**src/rtl/mgmt_pkg.sv**
```systemverilog
package mgmt_pkg;

    localparam int WORD_W    = 32;
    localparam int DATA_W    = 16;
    localparam int ADDR_W    = 5;
    localparam int PRE_LEN   = 32;
    localparam int FRAME_LEN = 64;
    localparam int IDX_W     = $clog2(FRAME_LEN);
    localparam int TA_POS    = PRE_LEN + 4 + 2 * ADDR_W;   // first turnaround bit
    localparam int DATA_POS  = TA_POS + 2;                  // first data bit
    localparam int PHY_LSB   = 16;
    localparam int REG_LSB   = 21;
    localparam int OP_BIT    = 26;
    localparam int VALID_BIT = 27;
    localparam int BUSY_BIT  = 28;

    typedef enum logic {
        OP_WRITE = 1'b0,
        OP_READ  = 1'b1
    } mgmt_op_e;

    typedef struct packed {
        mgmt_op_e            op;
        logic [ADDR_W-1:0]   reg_addr;
        logic [ADDR_W-1:0]   phy_addr;
        logic [DATA_W-1:0]   data;
    } mgmt_cmd_t;

    typedef enum logic [1:0] {
        ENG_IDLE,
        ENG_WAIT,
        ENG_SHIFT
    } eng_state_e;

    function automatic mgmt_cmd_t unpack_cmd(input logic [WORD_W-1:0] w);
        mgmt_cmd_t c;
        c.op       = mgmt_op_e'(w[OP_BIT]);
        c.reg_addr = w[REG_LSB +: ADDR_W];
        c.phy_addr = w[PHY_LSB +: ADDR_W];
        c.data     = w[DATA_W-1:0];
        return c;
    endfunction

    function automatic logic [WORD_W-1:0] pack_status(input mgmt_cmd_t c,
                                                      input logic busy,
                                                      input logic valid);
        logic [WORD_W-1:0] w;
        w                       = '0;
        w[DATA_W-1:0]           = c.data;
        w[PHY_LSB +: ADDR_W]    = c.phy_addr;
        w[REG_LSB +: ADDR_W]    = c.reg_addr;
        w[OP_BIT]               = c.op;
        w[VALID_BIT]            = valid;
        w[BUSY_BIT]             = busy;
        return w;
    endfunction

    // Bit image of the frame, first bit sent at the MSB.
    function automatic logic [FRAME_LEN-1:0] build_frame(input mgmt_cmd_t c);
        logic [1:0] opc;
        logic [1:0] ta;
        opc = (c.op == OP_READ) ? 2'b10 : 2'b01;
        ta  = (c.op == OP_READ) ? 2'b11 : 2'b10;
        return {{PRE_LEN{1'b1}}, 2'b01, opc, c.phy_addr, c.reg_addr, ta,
                (c.op == OP_READ) ? {DATA_W{1'b1}} : c.data};
    endfunction

    // Per-bit drive enable, aligned with build_frame.
    function automatic logic [FRAME_LEN-1:0] build_mask(input mgmt_op_e op);
        logic [FRAME_LEN-1:0] m;
        m = '1;
        if (op == OP_READ) begin
            for (int i = 0; i < FRAME_LEN - TA_POS; i++) begin
                m[i] = 1'b0;
            end
        end
        return m;
    endfunction

endpackage

```
**src/rtl/mgmt_mdc_gen.sv**
```systemverilog
module mgmt_mdc_gen #(
    parameter int HALF_DIV = 2
) (
    input  logic clk,
    input  logic rst,
    output logic mdc,
    output logic rise_tick,
    output logic fall_tick
);
    localparam int CW = (HALF_DIV > 1) ? $clog2(HALF_DIV) : 1;
    localparam logic [CW-1:0] LAST = CW'(HALF_DIV - 1);

    logic [CW-1:0] cnt_q;
    logic          wrap;

    assign wrap      = (cnt_q == LAST);
    assign rise_tick = wrap && !mdc;
    assign fall_tick = wrap && mdc;

    always_ff @(posedge clk) begin
        if (rst) begin
            cnt_q <= '0;
            mdc   <= 1'b0;
        end else if (wrap) begin
            cnt_q <= '0;
            mdc   <= ~mdc;
        end else begin
            cnt_q <= cnt_q + 1'b1;
        end
    end

    generate
        if (HALF_DIV > 1) begin : g_hold_chk
            // a toggle of MDC is never followed by another one in the next cycle
            a_r3_mdc_half_period: assert property (@(posedge clk) disable iff (rst)
                !$stable(mdc) |=> $stable(mdc));
        end
    endgenerate

endmodule

```
**src/rtl/mgmt_frame_engine.sv**
```systemverilog
module mgmt_frame_engine
    import mgmt_pkg::*;
(
    input  logic               clk,
    input  logic               rst,
    input  logic               start,
    input  mgmt_cmd_t          cmd_in,
    input  logic               rise_tick,
    input  logic               fall_tick,
    input  logic               mdio_in,
    output logic               mdio_out,
    output logic               mdio_oe,
    output logic               done,
    output logic [DATA_W-1:0]  rd_data
);
    localparam logic [IDX_W-1:0] IDX_LAST = IDX_W'(FRAME_LEN - 1);
    localparam logic [IDX_W-1:0] IDX_DATA = IDX_W'(DATA_POS);
    localparam logic [IDX_W-1:0] IDX_TA   = IDX_W'(TA_POS);

    eng_state_e             state_q;
    logic [FRAME_LEN-1:0]   frame_q;
    logic [FRAME_LEN-1:0]   mask_q;
    logic [IDX_W-1:0]       idx_q;
    logic                   is_read_q;
    logic [DATA_W-1:0]      rd_q;

    assign rd_data = rd_q;

    always_ff @(posedge clk) begin
        if (rst) begin
            state_q   <= ENG_IDLE;
            frame_q   <= '0;
            mask_q    <= '0;
            idx_q     <= '0;
            is_read_q <= 1'b0;
            rd_q      <= '0;
            mdio_out  <= 1'b0;
            mdio_oe   <= 1'b0;
            done      <= 1'b0;
        end else begin
            done <= 1'b0;
            unique case (state_q)
                ENG_IDLE: begin
                    if (start) begin
                        frame_q   <= build_frame(cmd_in);
                        mask_q    <= build_mask(cmd_in.op);
                        is_read_q <= (cmd_in.op == OP_READ);
                        state_q   <= ENG_WAIT;
                    end
                end
                ENG_WAIT: begin
                    if (fall_tick) begin
                        mdio_out <= frame_q[FRAME_LEN-1];
                        mdio_oe  <= mask_q[FRAME_LEN-1];
                        idx_q    <= '0;
                        state_q  <= ENG_SHIFT;
                    end
                end
                ENG_SHIFT: begin
                    if (rise_tick && is_read_q && (idx_q >= IDX_DATA)) begin
                        rd_q <= {rd_q[DATA_W-2:0], mdio_in};
                    end
                    if (fall_tick) begin
                        if (idx_q == IDX_LAST) begin
                            mdio_oe  <= 1'b0;
                            mdio_out <= 1'b0;
                            done     <= 1'b1;
                            state_q  <= ENG_IDLE;
                        end else begin
                            mdio_out <= frame_q[FRAME_LEN-2];
                            mdio_oe  <= mask_q[FRAME_LEN-2];
                            frame_q  <= frame_q << 1;
                            mask_q   <= mask_q << 1;
                            idx_q    <= idx_q + 1'b1;
                        end
                    end
                end
                default: state_q <= ENG_IDLE;
            endcase
        end
    end

    // serial outputs move only on a falling MDC edge
    a_r8_out_at_fall: assert property (@(posedge clk) disable iff (rst)
        !$stable(mdio_out) |-> $past(fall_tick));
    a_r8_oe_at_fall: assert property (@(posedge clk) disable iff (rst)
        !$stable(mdio_oe) |-> $past(fall_tick));
    // during a read the line is released from turnaround to the end
    a_r7_released: assert property (@(posedge clk) disable iff (rst)
        (state_q == ENG_SHIFT && is_read_q && idx_q >= IDX_TA) |-> !mdio_oe);

endmodule

```
**src/rtl/mgmt_cmd_ctrl.sv**
```systemverilog
module mgmt_cmd_ctrl
    import mgmt_pkg::*;
#(
    parameter int CLK_DIV_HALF = 2
) (
    input  logic        clk,
    input  logic        rst,
    input  logic        reg_wr,
    input  logic        reg_addr,
    input  logic [31:0] reg_wdata,
    output logic [31:0] reg_rdata,
    output logic        mdc,
    output logic        mdio_out,
    output logic        mdio_oe,
    input  logic        mdio_in
);
    mgmt_cmd_t           cmd_q;
    mgmt_cmd_t           cmd_new;
    logic                busy_q;
    logic                valid_q;
    logic [ADDR_W-1:0]   local_phy_q;
    logic                accept;
    logic                rise_tick;
    logic                fall_tick;
    logic                eng_done;
    logic [DATA_W-1:0]   eng_rd_data;

    assign cmd_new = unpack_cmd(reg_wdata);
    assign accept  = reg_wr && !reg_addr && !busy_q;

    mgmt_mdc_gen #(.HALF_DIV(CLK_DIV_HALF)) i_mdc_gen (
        .clk       (clk),
        .rst       (rst),
        .mdc       (mdc),
        .rise_tick (rise_tick),
        .fall_tick (fall_tick)
    );

    mgmt_frame_engine i_engine (
        .clk       (clk),
        .rst       (rst),
        .start     (accept),
        .cmd_in    (cmd_new),
        .rise_tick (rise_tick),
        .fall_tick (fall_tick),
        .mdio_in   (mdio_in),
        .mdio_out  (mdio_out),
        .mdio_oe   (mdio_oe),
        .done      (eng_done),
        .rd_data   (eng_rd_data)
    );

    always_ff @(posedge clk) begin
        if (rst) begin
            cmd_q       <= '0;
            busy_q      <= 1'b0;
            valid_q     <= 1'b0;
            local_phy_q <= '0;
        end else begin
            if (reg_wr && reg_addr) begin
                local_phy_q <= reg_wdata[ADDR_W-1:0];
            end
            if (accept) begin
                cmd_q   <= cmd_new;
                busy_q  <= 1'b1;
                valid_q <= 1'b0;
            end else if (eng_done) begin
                busy_q <= 1'b0;
                if (cmd_q.op == OP_READ) begin
                    cmd_q.data <= eng_rd_data;
                    valid_q    <= 1'b1;
                end
            end
        end
    end

    always_comb begin
        if (reg_addr) begin
            reg_rdata = {{(WORD_W-ADDR_W){1'b0}}, local_phy_q};
        end else begin
            reg_rdata = pack_status(cmd_q, busy_q, valid_q);
        end
    end

    // a command write while busy leaves the stored command unchanged
    a_r5_busy_ignores: assert property (@(posedge clk) disable iff (rst)
        (busy_q && reg_wr && !reg_addr && !eng_done) |=> $stable(cmd_q));
    // an accepted command raises busy and drops read-valid
    a_r4_valid_clears: assert property (@(posedge clk) disable iff (rst)
        (reg_wr && !reg_addr && !busy_q) |=> (busy_q && !valid_q));
    // the pad is driven only inside a transaction
    a_r6_oe_in_frame: assert property (@(posedge clk) disable iff (rst)
        mdio_oe |-> busy_q);

endmodule

```
**config.mk**
```make
export PLATFORM = sky130hd
export DESIGN_NAME = mgmt_cmd_ctrl
export DESIGN_NICKNAME = d
export VERILOG_FILES = /design/src/rtl/mgmt_pkg.sv /design/src/rtl/mgmt_mdc_gen.sv /design/src/rtl/mgmt_frame_engine.sv /design/src/rtl/mgmt_cmd_ctrl.sv
export SDC_FILE = /design/constraint.sdc
export NUM_CORES = 1
export LEC_CHECK = 0
export BUFFER_PORTS_ARGS = -buffer_cell sky130_fd_sc_hd__buf_2
export CORE_AREA = 2 2 141 143
export CTS_BUF_LIST = sky130_fd_sc_hd__clkbuf_4 sky130_fd_sc_hd__clkbuf_8
export DETAILED_ROUTE_END_ITERATION = 10
export DIE_AREA = 0 0 143 145
export GPL_ROUTABILITY_DRIVEN = 1
export GPL_TIMING_DRIVEN = 0
export PLACE_DENSITY = 0.63
export SYNTH_ARGS = -nofsm -noshare
export SYNTH_HDL_FRONTEND = slang
export SYNTH_SLANG_ARGS = --single-unit
```
**constraint.sdc**
```tcl
create_clock -name clk -period 2.7 [get_ports clk]
set_clock_uncertainty 0.1 [all_clocks]
set_input_delay 0.135 -clock clk [delete_from_list [all_inputs] [get_ports clk]]
set_output_delay 0.135 -clock clk [all_outputs]
set_load 0.02 [all_outputs]
```
# Word level (Yosys, flattened, before mapping)
# Cells that the tools add are included.
totals:
  wordCells: 94
  latchBits: 0
  regBits: 192
  out_inout_bits: 35
  mem_count: 0
  mem_bits_ro: 0
  ramBits: 0
op_classes:
  multipliers: 0
  muxes: 36
  shift: 0
  n_eq_ne: 8
  reduce_logical: 26
  bitwise: 3
  n_div: 0
  add_sub_neg: 2
  magnitude_cmp: 1
ops:
  columns: ["cell", "n"]
  rows:
  - ["$mux 64", 6]
  - ["$pmux 64 s2", 2]
  - ["$mux 16", 4]
  - ["$mux 29", 1]
  - ["$mux 18", 1]
  - ["$mux 6", 3]
  - ["$pmux 6 s2", 1]
  - ["$reduce_and 4->1", 3]
  - ["$mux 1", 10]
  - ["$mux 2", 5]
  - ["$ne 2x2->1 const B", 4]
  - ["$reduce_and 2->1", 4]
  - ["$reduce_bool 2->1", 4]
  - ["$logic_and 1x1->1", 7]
  - ["$add 6x1->6 const B", 1]
  - ["$eq 6x6->1 const B", 1]
  - ["$ge 6x6->1 const B", 1]
  - ["$pmux 2 s3", 1]
  - ["$pmux 1 s2", 2]
  - ["$reduce_or 2->1", 2]
  - ["$logic_not 1->1", 3]
  - ["$not 1->1", 3]
  - ["$reduce_and 3->1", 1]
  - ["$reduce_or 3->1", 1]
  - ["5 further kinds", 5]

# Logic depth before layout (Yosys ltp)
# Gate-level depths: netlist of run 1.
depth:
  depth_word: 5
  depth_mapped: 9
  mapped_depth_nobuf: 5

# Cells and area by module
# Synthesis of run 1 repeated with hierarchy kept, for this count alone.
hier_totals:
  hier_cells: 952
  area_unflattened_um2: 7654.8
modules_own_cells:
  columns: ["mod", "seq_area_each_um2", "area_each_um2", "cells_per_inst", "instances"]
  rows:
  - ["mgmt_frame_engine", 3123.0, 5846.9, 739, 1]
  - ["mgmt_cmd_ctrl", 680.7, 1737.9, 206, 1]
  - ["mgmt_mdc_gen", 40.0, 70.1, 7, 1]

# Worst setup path before layout of run 1
# OpenSTA, ideal clock, no wires.
synth_timing:
  kind: "flip-flop to flip-flop"
  startpoint: "reg i_engine.state_q[0]"
  endpoint: "reg i_engine.rd_q[10] (netlist: i_engine.rd_data[10])"
  setup_time_ns: 0.128
  period_less_slack_ns: 1.956
  required_ns: 2.472
  path_slack_ns: 0.744
  stages_incl_launch_ff: 8
  arrival_ns: 1.728
  path_cell_list: "dfxtp_1 -> buf_2 -> nand2b_1 -> clkbuf_1 -> nor3_2 -> buf_4 -> mux2i_1 -> nor2_1"
synth_between:
  elab_chain_len: 2
synth_lines:
  columns: ["item", "line", "text"]
  rows:
  - ["start: declaration", "mgmt_frame_engine.sv:20", "eng_state_e state_q;"]
  - ["start signal: assignment", "mgmt_frame_engine.sv:31", "state_q <= ENG_IDLE;"]
  - ["start signal: assignment", "mgmt_frame_engine.sv:48", "state_q <= ENG_WAIT;"]
  - ["start signal: assignment", "mgmt_frame_engine.sv:56", "state_q <= ENG_SHIFT;"]
  - ["$eq 2x2->1", "mgmt_frame_engine.sv:42", "unique case (state_q)"]
  - ["$reduce_and 2->1 (no source line)", null, null]
  - ["end signal: assignment", "mgmt_frame_engine.sv:61", "rd_q <= {rd_q[DATA_W-2:0], mdio_in};"]
  - ["end: declaration", "mgmt_frame_engine.sv:25", "logic [DATA_W-1:0] rd_q;"]
# No other way between the ends.
# A chain may end at the register's enable or synchronous reset.

# Worst setup path in the final report of run 1
layout_timing:
  startpoint: "reg i_engine.idx_q[0]"
  endpoint: "reg i_engine.frame_q[10]"
layout_between:
  elab_chain_len: 3
layout_lines:
  columns: ["item", "line", "text"]
  rows:
  - ["start: declaration", "mgmt_frame_engine.sv:23", "logic [IDX_W-1:0] idx_q;"]
  - ["start signal: assignment", "mgmt_frame_engine.sv:74", "idx_q <= idx_q + 1'b1;"]
  - ["$eq 6x6->1", "mgmt_frame_engine.sv:64", "if (idx_q == IDX_LAST) begin"]
  - ["$ne 2x2->1 (no source line)", null, null]
  - ["$reduce_and 4->1 (no source line)", null, null]
  - ["end signal: assignment", "mgmt_frame_engine.sv:45", "frame_q <= build_frame(cmd_in);"]
  - ["end signal: assignment", "mgmt_frame_engine.sv:72", "frame_q <= frame_q << 1;"]
  - ["end: declaration", "mgmt_frame_engine.sv:21", "logic [FRAME_LEN-1:0] frame_q;"]
# No other way between the ends.

==> results of run 1 <==
cell usage after synthesis (all sizes together), types with 2 or more instances:
library cell  instances
dfxtp               192
o221a                80
nand2                74
a21oi                60
clkbuf               55
nand3                42
nor2                 42
nor3                 33
buf                  32
a311oi               28
nor2b                26
a211oi               17
o221ai               17
or3                  17
mux2i                16
mux2                  7
o21ai                 5
nand3b                3
a22oi                 2
a31oi                 2
and2                  2
and3                  2
and4                  2
inv                   2
nand2b                2
stage by stage:
stage	util, %	instance area (um^2)	std cells
floorplan	-	7570	777
global placement	42.8	8210	1104
detailed placement	42.8	8210	1104
CTS	46.4	8900	1168
global route	46.4	8900	1168
finish	46.4	8900	1168
placed cells by master (no fill, tap or decap), types with 14 or more instances in the layout:
cell | netlist | routed
nand3_1 | 42 | 42
or3_1 | 17 | 17
clkbuf_8 | 0 | 17
dfxtp_1 | 192 | 192
nor3_1 | 32 | 32
nor2_1 | 42 | 42
a21oi_1 | 60 | 60
o221a_1 | 80 | 80
dlygate4sd3_1 | 0 | 33
clkbuf_1 | 55 | 54
nor2b_1 | 26 | 26
nand2_1 | 73 | 73
a211oi_1 | 17 | 17
buf_2 | 8 | 70
a311oi_1 | 28 | 28
o221ai_1 | 17 | 17
buf_4 | 14 | 14
mux2i_1 | 16 | 16
area by class of cell:
class	instances	share of cell area, %
Clock buffer	17	2.63
Buffer	87	4.55
Inverter	2	0.0843
Multi-Input combinational cell	496	37.2
Sequential cell	192	43.2
Tap cell	265	3.72
Clock inverter	14	1.41
Timing Repair Buffer	95	7.19
flip-flops by register name, indices dropped and copies added (netlist names):
signal              cells
busy_q                  1
cmd_q                  27
i_engine.done           1
i_engine.frame_q       64
i_engine.idx_q          6
i_engine.is_read_q      1
i_engine.mask_q        64
i_engine.mdio_oe        1
i_engine.mdio_out       1
i_engine.rd_data       16
i_engine.state_q        2
i_mdc_gen.cnt_q         1
i_mdc_gen.mdc           1
local_phy_q             5
valid_q                 1
worst max-delay path, cell delays in order (launching register included):
cell and delay (ns):
dfxtp_1 0.35, ha_1 0.27, and4_1 0.25, a21boi_1 0.31
buf_2 0.30, buf_1 0.46, o221ai_1 0.25, a21oi_1 0.17
kinds of logic after synthesis:
group	after synthesis	share of synthesized area, %
simple gates	250	16.0
compound gates	217	24.2
flops	192	50.8
buf+inv	89	5.44
mux	23	3.16
xor+xnor	2	0.232
fa+ha+maj	1	0.165
other cells	1	0.0496
repair_timing:
| item | CTS | global route |
|---|---|---|
| hold endpoints to repair | 44 | 0 |
| resized for setup | 0 | 2 |
| endpoints found under the setup margin | 0 | 5 |
| hold buffers | 33 | 0 |
how the worst min path moves through the flow:
stage | startpoint | end | slack, ns
after floorplan | reg_wdata[16] | cmd_q[16] | 0.17
after global placement | reg_wdata[22] | cmd_q[22] | 0.29
after detailed placement | mdio_in | i_engine.rd_data[0] | 0.30
after CTS | reg_wr | local_phy_q[3] | 0.02
after global routing | reg_wr | local_phy_q[4] | 0.05
final | reg_wr | local_phy_q[3] | 0.04
per-layer routing:
metal / wire length [um] / vias up / GRT usage (%)
li1: - / 3129 / -
met1: 9040 / 3060 / 26.2
met2: 8870 / 136 / 28.7
met3: 785 / 27 / 4.09
met4: 316 / 0 / 5.74
met5: 0 / - / 0
power groups by stage:
stage                     sequential [uW]  combinational (uW)  clock, uW
after global placement               3170                 542          0
final                                3110                 585       1790
after global routing                 3130                 647       1930
after detailed placement             3170                 548          0
after floorplan                      3150                 399          0
after CTS                            3110                 584       1820
==> out/metrics.cfg, run 1 <==
[setup_path]
required_ns=3.01
startpoint_type=flop
path_max_fanout=10
path_class=reg -> reg
crit_start=i_engine.idx_q[0]
r2r_end=i_engine.frame_q[10]
r2r_slack_ns=0.17
crit_path_end=i_engine.frame_q[10]
crit_arrival_ns=2.83
end_kind=flop
worstReg2RegStart=i_engine.idx_q[0]
worstRegToRegCells=7

[drt]
drtPass1Iterations=5
vias=6352
avgViaCountPerCell=5.44
ant_nets=0
routedWlPerCell_um=16.3
drt_iter0_drc=460
wl_mm=19.0
drt_drc_violations_left=0

[yosys]
synth_flop_cell=dfxtp_1
avgSynthCellArea_um2=9.76
async_reset_ff_share_pct=0
yosysUniqueCellTypes=48
syn_area_um2=7560
ys_seq_elements=192
yosysWarnings=0
synth_top_area_cell=dfxtp_1
yosysSeqAreaShare_pct=50.8
synth_edf_count=0
synthTopCellsByArea=dfxtp_1, o221a_1, a21oi_1
synth_top_area_share_pct=50.8
synth_cells=775

[sta]
rsz0062_at_grt=no
setup_viol=0
maxSlewViolCount=0
timing.hold.ws_ns=0.0413
slew_headroom_pct=46.1
hold_viol=0
fin_crit_ns=2.53
max_freq_ghz=0.396
setup_slack_ns=0.174
fin_crit_sh_pct=93.6
worstMarginPinSlew_ns=0.798
tns_ns=0

[power_and_ir_drop]
switchingPower_uw=1540
swShare_pct=28.0
power_frac_comb_pct=10.7
seq_power_share_pct=56.7
p_leak_uw=0.00319
p_per_area_nw_per_um2=616
p_int_uw=3940
p_clk_share_pct=32.6
finalPower_uw=5480
ir_worst_vdd_mv=0.317

[global_routing]
grt-ovfl-total=0
grt_pass1_wl_mm=31.5
antenna_found_initial=0
grt_max_degree=19
globalRouteTotalUtil_pct=18.7
grt_pass1_vias=6089

[final_layout]
final-seq-area_um2=3840
antennaDiodeCount=0
fill_cells=1810
multi_input_area_um2=3320
nets=929
drive_gt1_share_pct=14.2
area_delta_synth_final_pct=17.7

[die]
core_um2=19200
dieArea_um2=20700
rows=51
fp.dieW_um=143
start_util_pct=39.4
die_y_um=145
ios=72

[clock_tree]
clk_latency_ns=0.47
cts_setup_buffers=0
h-tree-depth=4
cts-root-buf=clkbuf_8
cts_tree=built
cts_buffer_depth=2
cts.clk_slew.worst_paths_ns=0.10
clock-sinks=192
cts_buffers=17

[placement]
place_ws_ns=0.200
io_buffers=62
globalplace.congestion=0.849
dpl.hpwl_mm=12.8

[job]
cap_violations=0

[hold_path]
hold_class=in -> reg
hold_depth=4

[run_status]
status=complete, no violations

Power figures use the tool's default switching activity.
==> run 2: changes to the inputs <==
--- a/config.mk
+++ b/config.mk
@@ -6,13 +6,13 @@
 export NUM_CORES = 1
 export LEC_CHECK = 0
 export BUFFER_PORTS_ARGS = -buffer_cell sky130_fd_sc_hd__buf_2
-export CORE_AREA = 2 2 141 143
+export CORE_AREA = 2 2 133 135
 export CTS_BUF_LIST = sky130_fd_sc_hd__clkbuf_4 sky130_fd_sc_hd__clkbuf_8
 export DETAILED_ROUTE_END_ITERATION = 10
-export DIE_AREA = 0 0 143 145
+export DIE_AREA = 0 0 135 137
 export GPL_ROUTABILITY_DRIVEN = 1
 export GPL_TIMING_DRIVEN = 0
-export PLACE_DENSITY = 0.63
+export PLACE_DENSITY = 0.69
 export SYNTH_ARGS = -nofsm -noshare
 export SYNTH_HDL_FRONTEND = slang
 export SYNTH_SLANG_ARGS = --single-unit
==> run 2 against run 1 <==
Compared with the run above: cell count fell by 3.4%; non-clock buffer count unchanged; routed wire length shrank 2.2%; hold slack better by 0.018 ns; clock-buffer cell count grew 2; critical path type unchanged; via count rose by 0.80%; die area decreased by 11%; largest power group unchanged; sequential power hardly changed; clock power grew 9%.
==> out/metrics.cfg, run 2 (synthesized netlist as in run 1, its figures left out) <==
[run_status]
status=complete, no violations

[power_and_ir_drop]
p_clk_share_pct=34.6  ; +2.0 points
swShare_pct=25.3  ; -2.7 points
power_frac_comb_pct=10.3  ; -0.4 points
switchingPower_uw=1430  ; -7.0%
p_per_area_nw_per_um2=634  ; +3.0%
seq_power_share_pct=55.0  ; -1.7 points
p_int_uw=4220  ; +7.0%
p_leak_uw=0.00323  ; +1.3%
ir_worst_vdd_mv=0.331  ; +4.5%

[die]
start_util_pct=44.4  ; +5.0 points
die_y_um=137  ; -5.5%
dieArea_um2=18500  ; -11%
ios=72  ; unchanged
rows=48  ; -5.9%
core_um2=17100  ; -11%
fp.dieW_um=135  ; -5.6%

[global_routing]
antenna_found_initial=0  ; unchanged
grt_pass1_vias=6014  ; -1.2%
grt-busiest-layer=met2
grt_max_degree=17  ; -2
met1_usage_pct=26.7  ; +0.49 points
grt-ovfl-total=0  ; unchanged
grt_util_met3_pct=4.33  ; +0.24 points
grt_pass1_wl_mm=30.1  ; -4.1%
grt_use_met2_pct=33.0  ; +4.3 points
globalRouteTotalUtil_pct=20.4  ; +1.7 points

[placement]
placed_area_um2=8160  ; -0.61%
dpl.hpwl_mm=12.6  ; -1.7%
place_ws_ns=0.202  ; +0.00158 ns
io_buffers=62  ; unchanged
globalplace.congestion=0.864  ; +1.7%

[final_layout]
area_delta_synth_final_pct=17.7  ; about the same
layout_common_cells=dfxtp_1, o221a_1, nand2_1
drive_gt1_share_pct=14.3  ; +0.11 points
reg.largest.list=i_engine.frame_q: 64 flops, i_engine.mask_q: 64 flops, cmd_q: 27 flops
final_common_cell=dfxtp_1
antennaDiodeCount=0  ; unchanged
finish.instance_area_um2=8910  ; about the same
fill_cells=1588  ; -12%
nets=929  ; unchanged

[drt]
drtPass1Iterations=6  ; +1
vias=6403  ; +0.80%
routedWlPerCell_um=16.5  ; +1.3%
drt_drc_violations_left=0  ; unchanged
ant_nets=0  ; unchanged
drt_iter0_drc=448  ; -2.6%
avgViaCountPerCell=5.68  ; +4.4%
wl_mm=18.6  ; -2.2%

[sta]
slew_headroom_pct=30.2  ; -16 points
hold_viol=0  ; unchanged
worstMarginPinSlew_ns=1.04  ; +0.246 ns
setup_viol=0  ; unchanged
fin_crit_ns=2.45  ; -0.0760 ns
tns_ns=0  ; unchanged
fin_crit_sh_pct=90.7  ; -2.8 points
rsz0062_at_grt=no
maxSlewViolCount=0  ; unchanged
max_freq_ghz=0.408  ; +3.1%
setup_slack_ns=0.250  ; +0.0760 ns
timing.hold.ws_ns=0.0591  ; +0.0177 ns

[clock_tree]
cts_setup_buffers=0  ; unchanged
clk_latency_ns=0.46  ; about the same
clock-sinks=192  ; unchanged
cts_buffers=17  ; unchanged
cts_buffer_depth=2  ; unchanged
cts_tree=built
h-tree-depth=4  ; unchanged
cts.clk_slew.worst_paths_ns=0.10  ; about the same
cts-root-buf=clkbuf_8

[setup_path]
startpoint_type=flop
required_ns=2.99  ; -0.02 ns
end_kind=flop
crit_arrival_ns=2.74  ; -0.09 ns
path_class=reg -> reg
path_max_fanout=10  ; unchanged

[hold_path]
hold_class=in -> reg

[job]
cap_violations=0  ; unchanged

-- run 2: power groups by stage --
stage	registers [uW]	clock network [uW]	logic, uW
finish	3110	1960	584
global route	3130	2100	642
CTS	3110	1990	582
detailed placement	3170	0	547
global placement	3170	0	539
floorplan	3150	0	399
-- run 2: critical path: stages (launching register included) --
cell and delay [ns]:
dfxtp_1 0.35, ha_1 0.27, and4_1 0.25, a21boi_1 0.34, buf_2 0.31, clkbuf_1 0.38, o221ai_1 0.21, a21oi_1 0.17
-- run 2: layout make-up --
class                   count  area [um^2]  share of cell area [%]
clock buffers              19          249                    2.80
inverters                   2         7.51                  0.0843
flip-flops and latches    192         3840                    43.2
multi-input cells         496         3320                    37.2
plain buffers              87          407                    4.57
well taps                 225          282                    3.16
repair buffers             95          641                    7.19
clock inverters            12          160                    1.80
-- run 2: layer usage --
metal,vias to the layer above,wire [um]
met5,-,0
met4,0,504
met3,36,791
met2,179,8610
met1,3062,8690
li1,3126,-
-- run 2: path summary, 6_finish.rpt --
kind | start | end | slack [ns] | cells past startpoint
max | i_engine.idx_q[0] | i_engine.frame_q[4] | 0.25 | 7
min | reg_wr | local_phy_q[1] | 0.06 | 4
max reg2reg | i_engine.idx_q[0] | i_engine.frame_q[4] | 0.25 | 7
min reg2reg | cmd_q[25] | cmd_q[25] | 0.36 | 2
-- run 2: metrics by stage --
step	std cells	total power, uW	util [%]
2_1_floorplan	777	3540	-
3_3_place_gp	1064	3710	47.9
3_5_place_dp	1064	3710	47.9
4_1_cts	1128	5680	52.2
5_1_grt	1128	5870	52.2
6_report	1128	5650	52.2
-- run 2: repair_timing --
item,in CTS,in global routing
hold endpoints to repair,44,0
endpoints found under the setup margin,0,24
hold buffers,33,0
resized for setup,0,3
